<file path="src/rtl/prs_pkg.sv">
package prs_pkg;
    localparam int RATE_CNT = 8;
    localparam int SEL_W    = 3;
    localparam int PER_W    = 10;
    localparam int MAX_PER  = 600;

    typedef logic [SEL_W-1:0] rate_sel_t;

    typedef struct packed {
        logic      hit;
        rate_sel_t idx;
    } match_t;

    // Clock cycles per 125 us frame for each rate code
    function automatic logic [PER_W-1:0] rate_period(rate_sel_t s);
        case (s)
            3'd0:    return PER_W'(32);
            3'd1:    return PER_W'(64);
            3'd2:    return PER_W'(192);
            3'd3:    return PER_W'(193);
            3'd4:    return PER_W'(256);
            3'd5:    return PER_W'(320);
            3'd6:    return PER_W'(512);
            default: return PER_W'(600);
        endcase
    endfunction

    function automatic match_t classify(logic [31:0] meas);
        match_t m;
        m = '0;
        for (int i = 0; i < RATE_CNT; i++) begin
            if (meas == 32'(rate_period(rate_sel_t'(i)))) begin
                m.hit = 1'b1;
                m.idx = rate_sel_t'(i);
            end
        end
        return m;
    endfunction
endpackage

</file>
<file path="src/rtl/prs_period_meter.sv">
module prs_period_meter
    import prs_pkg::*;
#(
    parameter int CNT_W = 11
) (
    input  logic   clk,
    input  logic   rst,
    input  logic   fsync,
    output logic   rise,
    output match_t res
);
    logic             fs_q;
    logic [CNT_W-1:0] cnt;

    assign rise = fsync & ~fs_q;
    // cnt holds cycles since the previous rise minus one
    assign res  = classify(32'(cnt) + 32'd1);

    always_ff @(posedge clk) begin
        if (rst) begin
            fs_q <= 1'b0;
            cnt  <= '0;
        end else begin
            fs_q <= fsync;
            if (rise)
                cnt <= '0;
            else if (cnt != '1)
                cnt <= cnt + 1'b1;
        end
    end
endmodule

</file>
<file path="src/rtl/prs_lock_ctrl.sv">
module prs_lock_ctrl
    import prs_pkg::*;
#(
    parameter int CNT_W      = 11,
    parameter int MISS_LIMIT = 640
) (
    input  logic      clk,
    input  logic      rst,
    input  logic      pwr_up,
    input  logic      fsync,
    input  logic      rise,
    input  match_t    res,
    output logic      stby,
    output logic      lock,
    output logic      lock_nx,
    output rate_sel_t sel,
    output logic      err
);
    localparam logic [CNT_W-1:0] LOW_LAST = CNT_W'(MISS_LIMIT - 1);

    logic             stby_nx, cv, cv_nx, err_nx;
    rate_sel_t        cand, cand_nx, sel_nx;
    logic [CNT_W-1:0] low, low_nx;

    always_comb begin
        stby_nx = stby;
        lock_nx = lock;
        sel_nx  = sel;
        cand_nx = cand;
        cv_nx   = cv;
        err_nx  = err;
        low_nx  = (fsync || stby) ? '0 : low + 1'b1;
        if (!pwr_up) begin
            stby_nx = 1'b1;
            lock_nx = 1'b0;
            cv_nx   = 1'b0;
        end else if (stby) begin
            if (rise) stby_nx = 1'b0;
        end else if (!fsync && low == LOW_LAST) begin
            stby_nx = 1'b1;
            lock_nx = 1'b0;
            cv_nx   = 1'b0;
        end else if (rise) begin
            if (!res.hit) begin
                err_nx  = 1'b1;
                lock_nx = 1'b0;
                cv_nx   = 1'b0;
            end else begin
                err_nx  = 1'b0;
                if (cv && cand == res.idx) begin
                    lock_nx = 1'b1;
                    sel_nx  = res.idx;
                end else begin
                    lock_nx = 1'b0;
                end
                cand_nx = res.idx;
                cv_nx   = 1'b1;
            end
        end
    end

    always_ff @(posedge clk) begin
        if (rst) begin
            stby <= 1'b1;
            lock <= 1'b0;
            sel  <= '0;
            cand <= '0;
            cv   <= 1'b0;
            err  <= 1'b0;
            low  <= '0;
        end else begin
            stby <= stby_nx;
            lock <= lock_nx;
            sel  <= sel_nx;
            cand <= cand_nx;
            cv   <= cv_nx;
            err  <= err_nx;
            low  <= low_nx;
        end
    end
endmodule

</file>
<file path="src/rtl/prs_tick_gen.sv">
module prs_tick_gen
    import prs_pkg::*;
#(
    parameter int TICKS = 32
) (
    input  logic      clk,
    input  logic      rst,
    input  logic      rise,
    input  logic      lock_nx,
    input  rate_sel_t sel,
    output logic      t256,
    output logic      t8k
);
    logic [PER_W-1:0] acc, per;
    logic [PER_W:0]   sum;

    assign per = rate_period(sel);
    assign sum = {1'b0, acc} + (PER_W+1)'(TICKS);

    always_ff @(posedge clk) begin
        if (rst) begin
            t256 <= 1'b0;
            t8k  <= 1'b0;
            acc  <= '0;
        end else if (lock_nx && rise) begin
            t256 <= 1'b1;
            t8k  <= 1'b1;
            acc  <= '0;
        end else if (lock_nx) begin
            t8k <= 1'b0;
            if (sum >= {1'b0, per}) begin
                t256 <= 1'b1;
                acc  <= PER_W'(sum - {1'b0, per});
            end else begin
                t256 <= 1'b0;
                acc  <= sum[PER_W-1:0];
            end
        end else begin
            t256 <= 1'b0;
            t8k  <= 1'b0;
            acc  <= '0;
        end
    end
endmodule

</file>
<file path="src/rtl/clkrate_prescaler.sv">
module clkrate_prescaler
    import prs_pkg::*;
#(
    parameter int MISS_LIMIT      = 640,
    parameter int TICKS_PER_FRAME = 32
) (
    input  logic       clk,
    input  logic       rst,
    input  logic       fsync,
    input  logic       pwr_up,
    output logic       tick256,
    output logic       tick8k,
    output logic       locked,
    output logic       standby,
    output logic       rate_err,
    output logic [2:0] rate_sel
);
    localparam int SPAN  = (MISS_LIMIT > MAX_PER) ? MISS_LIMIT : MAX_PER;
    localparam int CNT_W = $clog2(SPAN + 2);

    logic      rise, lock_nx;
    match_t    res;
    rate_sel_t sel;

    prs_period_meter #(.CNT_W(CNT_W)) i_meter (
        .clk(clk), .rst(rst), .fsync(fsync), .rise(rise), .res(res)
    );

    prs_lock_ctrl #(.CNT_W(CNT_W), .MISS_LIMIT(MISS_LIMIT)) i_ctrl (
        .clk(clk), .rst(rst), .pwr_up(pwr_up), .fsync(fsync), .rise(rise),
        .res(res), .stby(standby), .lock(locked), .lock_nx(lock_nx),
        .sel(sel), .err(rate_err)
    );

    prs_tick_gen #(.TICKS(TICKS_PER_FRAME)) i_ticks (
        .clk(clk), .rst(rst), .rise(rise), .lock_nx(lock_nx), .sel(sel),
        .t256(tick256), .t8k(tick8k)
    );

    assign rate_sel = sel;
endmodule

</file>
<file path="config.mk">
export PLATFORM = sky130hd
export DESIGN_NAME = clkrate_prescaler
export DESIGN_NICKNAME = d
export VERILOG_FILES = /design/src/rtl/prs_pkg.sv /design/src/rtl/prs_period_meter.sv /design/src/rtl/prs_lock_ctrl.sv /design/src/rtl/prs_tick_gen.sv /design/src/rtl/clkrate_prescaler.sv
export SDC_FILE = /design/constraint.sdc
export NUM_CORES = 1
export LEC_CHECK = 0
export CORE_MARGIN = 1
export CORE_UTILIZATION = 54
export CTS_CLUSTER_DIAMETER = 30
export CTS_CLUSTER_SIZE = 10
export DETAILED_ROUTE_END_ITERATION = 7
export PLACE_DENSITY = 0.82
export SLEW_MARGIN = 20
export SYNTH_ARGS = -nofsm -noshare
export SYNTH_HDL_FRONTEND = slang
export SYNTH_HIERARCHICAL = 1
export SYNTH_SLANG_ARGS = --single-unit
</file>
<file path="constraint.sdc">
create_clock -name clk -period 7.4 [get_ports clk]
set_input_delay 0.74 -clock clk [delete_from_list [all_inputs] [get_ports clk]]
set_output_delay 0.74 -clock clk [all_outputs]
set_load 0.005 [all_outputs]
</file>
==> impl_metrics.py, run 1 <==
metrics = {
    "layout": {
        "fin_nets": 354,
        "fin_cells": 407,
        "synthToLayoutAreaGrowth_pct": 3.494,
        "n_antenna_cell": 0,
        "layout-drive-gt1-share": 0.1128,
    },
    "synthesis": {
        "synth_area_mm2": 0.003008,
        "syn_nets": 357,
        "avgSynthCellArea_um2": 8.873,
        "synth_area_leaders": "dfxtp_1, ha_1, buf_6",
        "netlist-cell-type-count": 71,
        "yosysTopAreaCell": "dfxtp_1",
        "ys.flop_type": "dfxtp_1",
        "yosysMostFrequentCell": "dfxtp_1",
        "async_flop_share": 0,
        "ys_seq_area_frac": 0.2862,
        "synthTopCellsByCount": "dfxtp_1, nor2_1, a21oi_1",
        "yosys_warnings": 6,
        "synth_cells": 339,
        "synth_seq_cells": 43,
        "synth_edf_count": 0,
        "synth_top_cell_area_share": 0.2862,
    },
    "timing": {
        "period_minus_slack_ns": 3.571,
        "rsz0062_at_grt": "false",
        "finClkSkew_ns": 0.008767,
        "maxSlewViolCount": 0,
        "hold_viol": 0,
        "tns_ns": 0,
        "tightest_slew_ns": 0.8351,
        "worst_slack_ns": 3.829,
        "fin_crit_sh": 0.4826,
        "fmax_ghz": 0.2800,
        "max_slew_margin": 0.4289,
        "setup_viol": 0,
    },
    "clocking": {
        "clk_latency_ns": 0.29,
        "cts_tree": "yes",
        "clock_path_buffers": 2,
        "post_cts_resized": 0,
        "clock_sinks": 43,
        "cts-root-buf": "clkbuf_8",
        "cts_inserted_buffers": 5,
        "cts_setup_buffers": 0,
        "htree_levels": 2,
        "ctsHoldBuffers": 0,
        "clk_pin_slew_ns": 0.08,
    },
    "setup_path": {
        "start_kind": "register",
        "crit_type": "register to register",
        "crit_fanout": 12,
        "r2r_cells": 13,
        "required_ns": 7.60,
        "reg2reg_from": "i_meter/cnt[0]",
        "worstSetupEndpointType": "register",
        "worstReg2RegEnd": "i_ticks/acc[0]",
        "r2r_setup_slack_ns": 3.83,
        "arrival_ns": 3.78,
    },
    "floorplanning": {
        "die_w_um": 76.64,
        "rows": 26,
        "fp.dieH_um": 76.64,
        "core_mm2": 0.005238,
        "pin_count": 12,
        "initial_core_util": 0.5743,
        "dieArea_mm2": 0.005873,
    },
    "placement": {
        "portBuffers": 11,
        "place_ws_ns": 3.864,
        "dp_hpwl_mm": 4.272,
        "dp_cells": 399,
        "place_congestion": 0.9572,
    },
    "drt": {
        "dr.pass1.iters": 4,
        "vias": 2366,
        "drc_errors": 0,
        "wl_per_cell_um": 14.12,
        "drt_wl_total_mm": 5.746,
        "antenna_left": 0,
        "first_iter_violations": 102,
        "vias_per_cell": 5.813,
    },
    "global_routing": {
        "antenna_found_initial": 0,
        "grtUsageMet2": 0.3694,
        "grt_max_degree": 16,
        "met1_usage": 0.2522,
        "gr-max-usage-layer": "met2",
        "grt_pass1_wl_mm": 9.860,
        "overflow": 0,
        "grt_pass1_vias": 2222,
        "globalRouteTotalUtil": 0.2072,
        "use_met3": 0.03832,
    },
    "min_path": {
        "whs_path_depth": 1,
        "whs_endpoint": "i_ctrl/low[0]",
        "hp-start": "i_ctrl/low[0]",
        "worst_hold_path_type": "register to register",
    },
    "power": {
        "leakage_uw": 0.001130,
        "p_per_area_mw_per_mm2": 127.6,
        "vdd.ir_drop.worst_v": 0.0001281,
    },
    "run": {
        "max_cap_viol_count": 0,
    },
    "outcome": {
        "status": "finished, final reports clean",
    },
}
-- flip-flops by register name (all words and copies together), names as in the netlist --
name and flops:
i_ctrl/err 1, i_ctrl/lock 1, i_ctrl/low 10, i_meter/cnt 10, i_ctrl/sel 3, i_ticks/t8k 1
i_ctrl/cv 1, i_meter/fs_q 1, i_ctrl/cand 3, i_ticks/t256 1, i_ticks/acc 10, i_ctrl/stby 1
-- how the worst max path moves through the flow --
stage	start	end	slack, ns	cells after the start
floorplan	i_meter/cnt[1]	i_ticks/acc[0]	4.37	15
finish	i_meter/cnt[0]	i_ticks/acc[0]	3.83	13
CTS	i_meter/cnt[0]	i_ticks/acc[0]	3.83	13
detailed placement	i_meter/cnt[0]	i_ticks/acc[0]	3.86	13
global placement	i_meter/cnt[0]	i_ticks/acc[0]	4.00	13
global route	i_meter/cnt[0]	i_ticks/acc[0]	3.33	13
-- kinds of logic (layout without fill, tap and decap cells) --
kind of cell	after synthesis	in the layout	share of synthesized area
fa+ha+maj	14	14	0.05824
xor+xnor	28	28	0.08403
flops	43	43	0.2862
simple gates	146	146	0.2762
buf+inv	32	30	0.07280
compound gates	62	62	0.1718
mux	14	14	0.05075
-- cell usage in the layout, fill, tap and decap left out, types with 4 or more instances in the layout --
cell,n
o21ai_0,4
nor3_1,10
dfxtp_1,43
clkbuf_8,5
nand2b_1,17
nand3_1,16
mux2i_1,13
xor2_1,15
and3_1,7
nand4_1,7
nand2_1,17
nor2_1,32
a21oi_1,20
xnor2_1,12
nor2b_1,4
ha_1,14
clkdlybuf4s50_1,11
inv_1,11
-- worst max-delay path, stage by stage, from the launching register on --
cell and delay [ns]:
dfxtp_1 0.51, ha_1 0.41, and2_2 0.29, nand2_1 0.20
o2bb2ai_1 0.23, o311ai_2 0.33, nand2_1 0.13, xor2_1 0.16
nor4_1 0.23, nand2_1 0.11, a21boi_0 0.16, nor2b_1 0.21
nand2b_1 0.26, a211oi_1 0.26
-- stage by stage --
stage	utilization	power (µW)	instance area, µm²	hold WS [ns]
after floorplan	-	251.0	3008	0.4132
after global placement	0.5781	255.8	3028	0.4270
after detailed placement	0.5781	256.1	3028	0.4357
after CTS	0.5944	402.0	3113	0.4470
after global routing	0.5944	415.7	3113	0.4676
final	0.5944	397.3	3113	0.4436
-- routing by layer --
layer,vias to the layer above,routed length [µm]
met2,42,2882
met4,0,70
met5,-,0
li1,1197,-
met3,8,203
met1,1119,2589
-- final cells by class --
type,instances,area [µm²]
fill,442,2125
clock inverter,2,12.51
timing repair buffer,11,110.1
multi-input combinational,264,1928
sequential,43,860.8
inverter,11,41.29
clock buffer,6,72.57
tap,70,87.58
-- power breakdown --
| part | switching, µW | internal [µW] | total, µW |
|---|---|---|---|
| sequential | 2.63 | 233 | 235 |
| combinational | 8.48 | 7.02 | 15.5 |
| clock | 80.5 | 66.0 | 146 |
| total | 91.6 | 306 | 397 |
(Power assumes the default switching activity.)
==> inputs of run 2 (changes only) <==
--- a/config.mk
+++ b/config.mk
@@ -10,7 +10,7 @@
 export CTS_CLUSTER_DIAMETER = 30
 export CTS_CLUSTER_SIZE = 10
 export DETAILED_ROUTE_END_ITERATION = 7
-export PLACE_DENSITY = 0.82
+export PLACE_DENSITY = 0.85
 export SLEW_MARGIN = 20
 export SYNTH_ARGS = -nofsm -noshare
 export SYNTH_HDL_FRONTEND = slang
==> constraint.sdc (replaced) <==
create_clock -name clk -period 3.15 [get_ports clk]
set_input_delay 0.315 -clock clk [delete_from_list [all_inputs] [get_ports clk]]
set_output_delay 0.315 -clock clk [all_outputs]
set_load 0.005 [all_outputs]
==> impl_metrics.py, run 2 (same netlist as run 1, synthesis figures left out) <==
metrics = {
    "outcome": {
        "status": "finished, final reports clean",
    },
    "floorplanning": {
        "die_w_um": 76.64,
        "core_mm2": 0.005238,
        "initial_core_util": 0.5743,
        "fp.dieH_um": 76.64,
        "pin_count": 12,
        "dieArea_mm2": 0.005873,
        "rows": 26,
    },
    "setup_path": {
        "startpoint": "i_meter/cnt[0]",
        "worstSetupEndpointType": "register",
        "critical_path.top_delay_family": "compound AO/OA/AOI/OAI gates",
        "crit_type": "register to register",
        "arrival_ns": 3.22,
        "crit_top_cell": "nand2_1",
        "crit_fanout": 10,
        "start_kind": "register",
        "slowest_delay_ns": 0.39,
        "reg2reg_from": "i_meter/cnt[0]",
        "cp_slowest_cell": "o41a_4",
        "required_ns": 3.37,
        "cp_num_buf_inv": 0,
        "path_cells": "ha_2 > a21bo_1 > o41a_4 > o32ai_4 > o2111ai_2 > nand4_1 > nand2_1 > nor4_2 > nand2_1 > a21boi_1 > nor2b_4 > nand2b_4 > a211oi_1",
    },
    "timing": {
        "hold_viol": 0,
        "tightest_slew_ns": 0.7631,
        "fmax_ghz": 0.3333,
        "period_minus_slack_ns": 3.001,
        "worst_slack_ns": 0.1495,
        "fin_crit_sh": 0.9525,
        "fin_hold_ws_ns": 0.4651,
        "finClkSkew_ns": 0.005855,
        "maxSlewViolCount": 0,
        "setup_viol": 0,
        "max_slew_margin": 0.4781,
    },
    "layout": {
        "design_area_mm2": 0.003299,
        "n_antenna_cell": 0,
        "final_cell_mix": "dfxtp_1, nor2_1, a21oi_1",
        "synthToLayoutAreaGrowth_pct": 9.692,
        "fin_nets": 371,
        "final_common_cell": "dfxtp_1",
        "reg_top3": "i_ctrl/low: 10 flops, i_meter/cnt: 10 flops, i_ticks/acc: 10 flops",
        "layout-drive-gt1-share": 0.1723,
    },
    "clocking": {
        "clock_path_buffers": 2,
        "ctsHoldBuffers": 0,
        "clk_pin_slew_ns": 0.09,
        "clock_sinks": 43,
        "cts_inserted_buffers": 5,
        "htree_levels": 2,
        "cts_tree": "yes",
        "clk_latency_ns": 0.30,
        "cts-root-buf": "clkbuf_8",
    },
    "global_routing": {
        "grt_max_degree": 16,
        "overflow": 0,
        "grt_pass1_vias": 2415,
        "grt_pass1_wl_mm": 10.82,
        "globalRouteTotalUtil": 0.2257,
        "antenna_found_initial": 0,
    },
    "placement": {
        "place_ws_ns": -0.06725,
        "place_congestion": 0.9557,
        "dp_hpwl_mm": 4.654,
        "placed_cell_area_mm2": 0.003141,
        "portBuffers": 11,
    },
    "drt": {
        "first_iter_violations": 130,
        "dr.pass1.iters": 4,
        "antenna_left": 0,
        "drc_errors": 0,
        "vias": 2464,
        "vias_per_cell": 5.811,
        "wl_per_cell_um": 15.18,
        "drt_wl_total_mm": 6.435,
    },
    "min_path": {
        "hp-start": "i_ctrl/low[0]",
        "worst_hold_path_type": "register to register",
    },
    "run": {
        "max_cap_viol_count": 0,
    },
    "power": {
        "leakage_uw": 0.001243,
        "vdd.ir_drop.worst_v": 0.0003284,
        "p_per_area_mw_per_mm2": 312.3,
    },
}
==> run 2: cell count changes in the layout (fill, tap and decap cells not counted), sizes merged <==
cell      before  now
clkinvlp       1    0
clkinv         1    2
clkbuf         6    5
buf            0   17
bufinv         0    1
==> run 2: layout make-up <==
cell class	count	area, µm²
clock inverter	3	43.79
multi-input combinational	264	1959
fill	417	1938
timing repair buffer	28	237.7
inverter	11	41.29
tap	70	87.58
clock buffer	5	68.82
sequential	43	860.8
==> run 2: power by group <==
| part | leakage, µW | total [µW] | internal (µW) | switching (µW) |
|---|---|---|---|---|
| Combinational | 0.000838 | 46.9 | 21.1 | 25.8 |
| Sequential | 0.000347 | 550 | 547 | 3.00 |
| Clock | 0.0000581 | 434 | 236 | 198 |
| Total | 0.00124 | 1030 | 804 | 227 |
==> run 2: path summary, 6_finish.rpt <==
path                                       end  slack [ns]  cells past startpoint
worst max register to register  i_ticks/acc[0]        0.15                     13
worst min-delay path             i_ctrl/low[0]        0.47                      1
worst min register to register   i_ctrl/low[0]        0.47                      1
worst max-delay path            i_ticks/acc[0]        0.15                     13
==> run 2: routing by layer <==
metal  global-route usage  part of all wire  vias to the layer above
li1                     -                 -                     1236
met4              0.06731            0.0076                        0
met3              0.03593             0.039                        9
met2               0.4216              0.52                       51
met1               0.2610              0.43                     1168
met5                    0                 0                        -
==> run 2: worst reg2reg max path, delay by kind of cell, from the launching register on <==
family / cells / cell delay, ns
simple gates: 6 / 1.07
compound gates: 6 / 1.29
flops: 1 / 0.34
fa+ha+maj: 1 / 0.23
==> run 2: metrics by stage <==
stage	utilization	power [µW]	instances	setup TNS, ns
detailed placement	0.5996	607.8	414	-0.1564
finish	0.6300	1030	424	0
global route	0.6300	1063	424	-0.1419
global placement	0.5996	606.1	414	0
floorplan	-	589.6	339	0
CTS	0.6235	1035	422	0
==> run 2: what timing repair did <==
action | CTS | global route
setup buffers | 0 | 2
pin swaps | 0 | 3
setup endpoints to repair | 10 | 10
resized for setup | 3 | 6
